===== config.mk =====
export PLATFORM = sky130hd
export DESIGN_NAME = eae_unit
export DESIGN_NICKNAME = d
export VERILOG_FILES = /design/src/rtl/eae_pkg.sv /design/src/rtl/eae_norm_detect.sv /design/src/rtl/eae_ctrl.sv /design/src/rtl/eae_dpath.sv /design/src/rtl/eae_unit.sv
export SDC_FILE = /design/constraint.sdc
export NUM_CORES = 1
export LEC_CHECK = 0
export BUFFER_PORTS_ARGS = -buffer_cell sky130_fd_sc_hd__buf_2
export CAP_MARGIN = 40
export CELL_PAD_IN_SITES_DETAIL_PLACEMENT = 1
export CELL_PAD_IN_SITES_GLOBAL_PLACEMENT = 1
export CORE_MARGIN = 4
export CORE_UTILIZATION = 40
export DETAILED_ROUTE_END_ITERATION = 6
export GPL_ROUTABILITY_DRIVEN = 0
export PLACE_DENSITY = 0.84
export SLEW_MARGIN = 20
export SYNTH_ARGS = -nofsm -noshare
export SYNTH_HDL_FRONTEND = slang
export SYNTH_HIERARCHICAL = 1
export SYNTH_SLANG_ARGS = --single-unit

===== constraint.sdc =====
create_clock -name clk_i -period 5.8 [get_ports clk_i]
set_input_delay 0.58 -clock clk_i [delete_from_list [all_inputs] [get_ports clk_i]]
set_output_delay 0.58 -clock clk_i [all_outputs]
set_load 0.01 [all_outputs]

===== src/rtl/eae_pkg.sv =====
package eae_pkg;
  typedef enum logic [2:0] {
    OP_MUL = 3'd0,
    OP_DIV = 3'd1,
    OP_NMZ = 3'd2,
    OP_SHL = 3'd3,
    OP_ASR = 3'd4,
    OP_LSR = 3'd5
  } eae_op_e;

  typedef enum logic [1:0] {
    ST_IDLE = 2'd0,
    ST_RUN  = 2'd1,
    ST_DONE = 2'd2
  } eae_state_e;

  function automatic logic op_valid(input logic [2:0] op);
    return op <= 3'd5;
  endfunction
endpackage


===== src/rtl/eae_norm_detect.sv =====
module eae_norm_detect #(
  parameter int unsigned PW = 24
) (
  input  logic [PW-1:0] pair_i,
  output logic          stop_o
);
  logic top_differ, neg_pow, all_zero;

  always_comb begin
    top_differ = pair_i[PW-1] ^ pair_i[PW-2];
    neg_pow    = (pair_i[PW-1:PW-2] == 2'b11) && (pair_i[PW-3:0] == '0);
    all_zero   = (pair_i == '0);
    stop_o     = top_differ | neg_pow | all_zero;
  end
endmodule


===== src/rtl/eae_ctrl.sv =====
module eae_ctrl
  import eae_pkg::*;
#(
  parameter int unsigned W    = 12,
  parameter int unsigned PW   = 2 * W,
  parameter int unsigned CNTW = $clog2(((PW > W) ? PW : W) + 2)
) (
  input  logic         clk_i,
  input  logic         rst_ni,
  input  logic         start_i,
  input  logic [2:0]   op_i,
  input  logic [W-1:0] operand_i,
  input  logic         div_ovf_i,
  input  logic         norm_stop_i,
  output logic         load_o,
  output logic         step_o,
  output eae_op_e      op_o,
  output logic         busy_o,
  output logic         done_o
);
  localparam int unsigned SHIFT_CAP = PW + 1;
  localparam int unsigned RLW       = CNTW + 1;

  eae_state_e      state_q;
  eae_op_e         op_q;
  logic [CNTW-1:0] cnt_q;
  logic [CNTW-1:0] iter;
  logic            finish;

  assign load_o = (state_q == ST_IDLE) && start_i && op_valid(op_i);

  always_comb begin
    unique case (op_i)
      3'd0, 3'd1: iter = CNTW'(W);
      3'd3, 3'd4, 3'd5:
        iter = (operand_i >= W'(PW)) ? CNTW'(SHIFT_CAP) : (CNTW'(operand_i) + CNTW'(1));
      default: iter = CNTW'(1);
    endcase
  end

  assign step_o = (state_q == ST_RUN) && !((op_q == OP_NMZ) && norm_stop_i);
  assign finish = (state_q == ST_RUN) &&
                  ((op_q == OP_NMZ) ? norm_stop_i : (cnt_q == CNTW'(1)));

  always_ff @(posedge clk_i or negedge rst_ni) begin
    if (!rst_ni) begin
      state_q <= ST_IDLE;
      op_q    <= OP_MUL;
      cnt_q   <= '0;
    end else begin
      unique case (state_q)
        ST_IDLE: if (load_o) begin
          op_q  <= eae_op_e'(op_i);
          cnt_q <= iter;
          state_q <= ((op_i == 3'd1) && div_ovf_i) ? ST_DONE : ST_RUN;
        end
        ST_RUN: begin
          if (step_o && (op_q != OP_NMZ)) cnt_q <= cnt_q - CNTW'(1);
          if (finish) state_q <= ST_DONE;
        end
        default: state_q <= ST_IDLE;
      endcase
    end
  end

  assign op_o   = op_q;
  assign busy_o = (state_q != ST_IDLE);
  assign done_o = (state_q == ST_DONE);

  // run-length monitor for iteration-count checks
  logic [RLW-1:0] run_len_q;
  always_ff @(posedge clk_i or negedge rst_ni) begin
    if (!rst_ni) run_len_q <= '0;
    else if (load_o) run_len_q <= '0;
    else if (state_q == ST_RUN) run_len_q <= run_len_q + RLW'(1);
  end

  p_mul_iter_r2: assert property (@(posedge clk_i) disable iff (!rst_ni)
    (done_o && op_q == OP_MUL) |-> run_len_q == RLW'(W));

  p_div_iter_r3: assert property (@(posedge clk_i) disable iff (!rst_ni)
    (done_o && op_q == OP_DIV) |-> (run_len_q == RLW'(W) || run_len_q == '0));

  p_shift_cap_r12: assert property (@(posedge clk_i) disable iff (!rst_ni)
    (done_o && (op_q == OP_SHL || op_q == OP_ASR || op_q == OP_LSR))
      |-> (run_len_q != '0 && run_len_q <= RLW'(SHIFT_CAP)));

  p_done_pulse_r10: assert property (@(posedge clk_i) disable iff (!rst_ni)
    done_o |=> !done_o);

  p_busy_start_r10: assert property (@(posedge clk_i) disable iff (!rst_ni)
    (busy_o && start_i && !done_o) |=> $stable(op_q));
endmodule


===== src/rtl/eae_dpath.sv =====
module eae_dpath
  import eae_pkg::*;
#(
  parameter int unsigned W   = 12,
  parameter int unsigned SCW = 5,
  parameter int unsigned PW  = 2 * W
) (
  input  logic          clk_i,
  input  logic          rst_ni,
  input  logic          load_i,
  input  logic [2:0]    load_op_i,
  input  logic          div_ovf_i,
  input  logic          step_i,
  input  logic          done_i,
  input  eae_op_e       op_i,
  input  logic [W-1:0]  operand_i,
  input  logic [W-1:0]  ac_i,
  input  logic [W-1:0]  mq_i,
  input  logic          link_i,
  output logic [W-1:0]  ac_o,
  output logic [W-1:0]  mq_o,
  output logic          link_o,
  output logic [SCW-1:0] sc_o,
  output logic [PW-1:0] pair_o
);
  logic [W-1:0]   ac_q, mq_q, opnd_q;
  logic           link_q;
  logic [SCW-1:0] sc_q;

  logic [W-1:0] ac_n, mq_n;
  logic         link_n;
  logic [W:0]   mul_sum, div_rem, div_dif;
  logic         div_ge;
  logic         load_link;

  always_comb begin
    mul_sum = {1'b0, ac_q} + (mq_q[0] ? {1'b0, opnd_q} : '0);
    div_rem = {ac_q, mq_q[W-1]};
    div_ge  = div_rem >= {1'b0, opnd_q};
    div_dif = div_ge ? (div_rem - {1'b0, opnd_q}) : div_rem;
  end

  always_comb begin
    ac_n   = ac_q;
    mq_n   = mq_q;
    link_n = link_q;
    unique case (op_i)
      OP_MUL: begin
        ac_n = mul_sum[W:1];
        mq_n = {mul_sum[0], mq_q[W-1:1]};
      end
      OP_DIV: begin
        ac_n = div_dif[W-1:0];
        mq_n = {mq_q[W-2:0], div_ge};
      end
      OP_NMZ: begin
        ac_n = {ac_q[W-2:0], mq_q[W-1]};
        mq_n = {mq_q[W-2:0], 1'b0};
      end
      OP_SHL: begin
        link_n = ac_q[W-1];
        ac_n   = {ac_q[W-2:0], mq_q[W-1]};
        mq_n   = {mq_q[W-2:0], 1'b0};
      end
      OP_ASR, OP_LSR: begin
        link_n = mq_q[0];
        ac_n   = {(op_i == OP_ASR) ? ac_q[W-1] : 1'b0, ac_q[W-1:1]};
        mq_n   = {ac_q[0], mq_q[W-1:1]};
      end
      default: ;
    endcase
  end

  always_comb begin
    unique case (load_op_i)
      3'd0:    load_link = 1'b0;
      3'd1:    load_link = div_ovf_i;
      default: load_link = link_i;
    endcase
  end

  always_ff @(posedge clk_i or negedge rst_ni) begin
    if (!rst_ni) begin
      ac_q   <= '0;
      mq_q   <= '0;
      opnd_q <= '0;
      link_q <= 1'b0;
      sc_q   <= '0;
    end else if (load_i) begin
      ac_q   <= (load_op_i == 3'd0) ? '0 : ac_i;
      mq_q   <= mq_i;
      opnd_q <= operand_i;
      link_q <= load_link;
      if (load_op_i == 3'd2) sc_q <= '0;
    end else if (step_i) begin
      ac_q   <= ac_n;
      mq_q   <= mq_n;
      link_q <= link_n;
      if (op_i == OP_NMZ) sc_q <= sc_q + SCW'(1);
    end
  end

  assign ac_o   = ac_q;
  assign mq_o   = mq_q;
  assign link_o = link_q;
  assign sc_o   = sc_q;
  assign pair_o = {ac_q, mq_q};

  p_div_rem_r3: assert property (@(posedge clk_i) disable iff (!rst_ni)
    (done_i && op_i == OP_DIV && !link_q) |-> (ac_q < opnd_q));

  p_div_ovf_r4: assert property (@(posedge clk_i) disable iff (!rst_ni)
    (done_i && op_i == OP_DIV && link_q) |-> (ac_q >= opnd_q));

  p_mul_link_r2: assert property (@(posedge clk_i) disable iff (!rst_ni)
    (done_i && op_i == OP_MUL) |-> !link_q);

  p_hold_r10: assert property (@(posedge clk_i) disable iff (!rst_ni)
    (!load_i && !step_i) |=> $stable({ac_q, mq_q, link_q, sc_q}));

  p_sc_keep_r9: assert property (@(posedge clk_i) disable iff (!rst_ni)
    (step_i && op_i != OP_NMZ) |=> $stable(sc_q));
endmodule


===== src/rtl/eae_unit.sv =====
module eae_unit
  import eae_pkg::*;
#(
  parameter int unsigned W   = 12,
  parameter int unsigned SCW = 5
) (
  input  logic           clk_i,
  input  logic           rst_ni,
  input  logic           start_i,
  input  logic [2:0]     op_i,
  input  logic [W-1:0]   operand_i,
  input  logic [W-1:0]   ac_i,
  input  logic [W-1:0]   mq_i,
  input  logic           link_i,
  output logic           busy_o,
  output logic           done_o,
  output logic [W-1:0]   ac_o,
  output logic [W-1:0]   mq_o,
  output logic           link_o,
  output logic [SCW-1:0] sc_o
);
  localparam int unsigned PW = 2 * W;

  logic          load, step, div_ovf, norm_stop;
  eae_op_e       op_q;
  logic [PW-1:0] pair;

  assign div_ovf = ac_i >= operand_i;

  eae_norm_detect #(.PW(PW)) u_norm (
    .pair_i (pair),
    .stop_o (norm_stop)
  );

  eae_ctrl #(.W(W), .PW(PW)) u_ctrl (
    .clk_i       (clk_i),
    .rst_ni      (rst_ni),
    .start_i     (start_i),
    .op_i        (op_i),
    .operand_i   (operand_i),
    .div_ovf_i   (div_ovf),
    .norm_stop_i (norm_stop),
    .load_o      (load),
    .step_o      (step),
    .op_o        (op_q),
    .busy_o      (busy_o),
    .done_o      (done_o)
  );

  eae_dpath #(.W(W), .SCW(SCW), .PW(PW)) u_dpath (
    .clk_i     (clk_i),
    .rst_ni    (rst_ni),
    .load_i    (load),
    .load_op_i (op_i),
    .div_ovf_i (div_ovf),
    .step_i    (step),
    .done_i    (done_o),
    .op_i      (op_q),
    .operand_i (operand_i),
    .ac_i      (ac_i),
    .mq_i      (mq_i),
    .link_i    (link_i),
    .ac_o      (ac_o),
    .mq_o      (mq_o),
    .link_o    (link_o),
    .sc_o      (sc_o),
    .pair_o    (pair)
  );

  p_norm_stop_r7: assert property (@(posedge clk_i) disable iff (!rst_ni)
    (done_o && op_q == OP_NMZ) |-> norm_stop);

  p_invalid_op_r11: assert property (@(posedge clk_i) disable iff (!rst_ni)
    (!busy_o && start_i && op_i > 3'd5) |=> !busy_o);
endmodule


==> flow_summary.json <==
{
  "status": "completed",
  "cts_root_buffer": "clkbuf_16",
  "grt_pass1_vias": 5411,
  "antenna_found_initial": 0,
  "grt_pass1_wl_mm": 28.92,
  "pwr-share-seq_pct": 21.8,
  "ys_seq_area_share_pct": 24.77,
  "first_pass_iters": 5,
  "synth_flop_cell": "dfrtp_1",
  "pwr_density_cell_nw_per_um2": 678.1,
  "die_h_um": 122.6,
  "drive_above_1_share_pct": 16.79,
  "yosys-top-cells-area": "dfrtp_1, ha_1, a21oi_1",
  "grt_max_degree": 53,
  "cts_hold_buf": 0,
  "synthMuxAreaShare_pct": 5.049,
  "busiest_layer": "met2",
  "pwr-share-clk_pct": 8.0,
  "max_slew_margin_pct": 48.48,
  "yosysTopAreaCell": "dfrtp_1",
  "max_cap_viol_count": 0,
  "synth_top_family_by_area": "compound AO/OA/AOI/OAI gates",
  "worst-setup-path-type": "reg -> reg",
  "setup_viol": 0,
  "coreArea_um2": 12720,
  "critPathArrivalTime_ns": 3.87,
  "synthCells": 659,
  "synth_xor_area_share_pct": 2.834,
  "p_int_w": 0.001768,
  "diodes": 0,
  "wl_per_cell_um": 21.21,
  "synth_top_cell_area_share_pct": 24.77,
  "crit_buf_inv": 2,
  "yosys.cell_types.count": 75,
  "max_freq_mhz": 275.7,
  "yosys.area_share.adder_pct": 11.00,
  "hold_viol_final": 0,
  "clock_latency_ns": 0.30,
  "cp-start-kind": "flop",
  "report.final.slew_viol_count": 0,
  "finish.utilization_pct": 45.20,
  "cts_num_sinks": 52,
  "crit_fanout": 25,
  "ys_warn_count": 6,
  "grtUsageMet3_pct": 4.562,
  "cts_buffers": 5,
  "setup_tns_ns": 0,
  "syn_nets": 747,
  "endpoint_kind": "flop",
  "grt_util_met1_pct": 33.36,
  "critPathTopFamily": "compound AO/OA/AOI/OAI gates",
  "async_reset_ff_share_pct": 100.0,
  "start_util_pct": 41.30,
  "p_leak_nw": 2.648,
  "worstPathRequired_ns": 6.04,
  "ys_seq_elements": 52,
  "met2_usage_pct": 39.16,
  "die_w_um": 122.6,
  "track_usage_pct": 24.39,
  "wl_mm": 18.44,
  "drc": 0,
  "cts_tree": "built",
  "cts_max_level": 2,
  "path_cells": "nor3b_1 -> a21oi_1 -> clkbuf_4 -> a21oi_2 -> buf_4 -> a21oi_1 -> a22oi_1 -> a21boi_0 -> a31o_1",
  "dpl.hpwl_mm": 14.00,
  "cts_buffer_depth": 2,
  "clkTransAtPathRegs_ns": 0.08,
  "area_growth_pct": 9.455,
  "worst_path_largest_cell_delay_ns": 0.83,
  "hp-class": "in -> async",
  "initialDrtViolationCount": 439,
  "syn_area_um2": 5254,
  "period_share_pct": 62.54,
  "vias_per_cell": 6.214,
  "ant_nets": 0,
  "placedInstanceArea_um2": 5568,
  "grt-ovfl-total": 0,
  "postLayoutCellArea_um2": 5751,
  "mostFrequentLayoutCells": "buf_2, nand2_1, a21oi_1",
  "synth_edf_count": 0,
  "worstMarginPinSlew_ns": 0.7729,
  "nets": 784,
  "rows": 41,
  "post_cts_resized": 0,
  "synth-compound-area-share_pct": 25.77,
  "critPathSlowestCell": "dfrtp_1",
  "cts_setup_buffers": 0,
  "skew_ns": 0.008259,
  "vias": 5400,
  "vdd_drop_max_mv": 0.2415,
  "synth-simple-area-share_pct": 21.77,
  "switchingPower_w": 0.002132,
  "dieArea_um2": 15030,
  "io_buffer_count": 74,
  "p_sw_share_pct": 54.67,
  "num_io_pins": 75,
  "fin_crit_ns": 3.627,
  "crit_top_cell": "a21oi_1",
  "layout_commonest_cell": "buf_2",
  "pwr-share-comb_pct": 70.2,
  "rsz0062_at_grt": "false",
  "critPathLaunch": "u_ctrl/op_o[1]",
  "avgSynthCellArea_um2": 7.972,
  "timing.rr.start": "u_ctrl/op_o[1]"
}
per-layer routing:
metal	part of all wire (%)	up-vias	wire, um
met5	0	-	0
met1	43	2659	7921
met2	46	246	8558
li1	-	2446	-
met4	2.6	0	485
met3	8.0	49	1470
area by class of cell:
type | instances | area [um^2]
well taps | 172 | 215.2
clock inverters | 3 | 22.52
multi-input cells | 514 | 3493
flip-flops and latches | 52 | 1301
inverters | 44 | 165.2
clock buffers | 5 | 125.1
fillers | 1637 | 6972
repair buffers | 79 | 427.9
cell usage after synthesis, types with 3 or more instances:
master    number
nor2_1        42
xnor2_1        9
a311oi_1       3
nor4_2         4
nand2_1       71
clkbuf_1      13
and3_1         5
o21ai_0       47
nor4_1         6
ha_1          43
inv_1         44
o21bai_1       5
nand3_1       15
nor2b_1        7
buf_2          7
a41oi_1        3
or3_1          5
o21a_1         5
buf_4         24
o221ai_1       3
dfrtp_1       52
a21o_1        10
mux2i_1       22
a211oi_2       3
o211ai_1       3
xor2_1         8
a221o_1        3
mux2_2         4
o21ai_1        8
a221oi_1       3
a211oi_1       7
buf_1          3
nand3b_1       4
o22ai_1        9
nand2b_1      13
nor3_2         3
a31oi_1        7
o31a_1         3
and2_1        15
nor3_1         6
a21oi_1       54
nand4_1       10
worst paths after layout:
path	endpoint	slack, ns	depth (start not counted)
hold / removal	u_ctrl/state_q[1]	0.41	2
setup / recovery	u_dpath/ac_o[0]	2.17	9
hold reg to reg	u_ctrl/state_q[1]	0.51	1
setup reg to reg	u_dpath/ac_o[0]	2.17	9
max in group asynchronous	u_dpath/ac_o[8]	4.89	2
min in group clk_i	u_ctrl/state_q[1]	0.51	1
through the flow:
step | hold WS (ns) | setup slack, ns | total power, W | cells
5_1_grt | 0.4630 | 1.872 | 0.004190 | 869
4_1_cts | 0.4416 | 2.157 | 0.003821 | 867
6_report | 0.4140 | 2.173 | 0.003900 | 869
3_3_place_gp | 0.4891 | 2.387 | 0.003347 | 859
3_5_place_dp | 0.5000 | 2.092 | 0.003478 | 859
2_1_floorplan | 0.2844 | 3.193 | 0.002805 | 659
state kept, by name, summed over array words and instances, names as in the netlist:
register,count
u_dpath/link_o,1
u_dpath/mq_o,12
u_dpath/ac_o,12
u_ctrl/op_o,3
u_ctrl/state_q,2
u_ctrl/cnt_q,5
u_dpath/opnd_q,12
u_dpath/sc_o,5
power groups by stage:
stage	sequential (W)	clock [W]	combinational [W]
global placement	0.000834	0	0.00251
detailed placement	0.000846	0	0.00263
CTS	0.000841	0.000317	0.00266
finish	0.000850	0.000312	0.00274
global route	0.000881	0.000333	0.00298
floorplan	0.000738	0	0.00207
logic make-up (layout without fill, tap and decap cells):
| family | after synthesis | in the layout |
|---|---|---|
| mux | 26 | 26 |
| buf+inv | 93 | 131 |
| fa+ha+maj | 45 | 45 |
| flops | 52 | 52 |
| simple gates | 220 | 220 |
| compound gates | 206 | 206 |
| xor+xnor | 17 | 17 |
No activity file was read; power rests on OpenSTA's default activity.
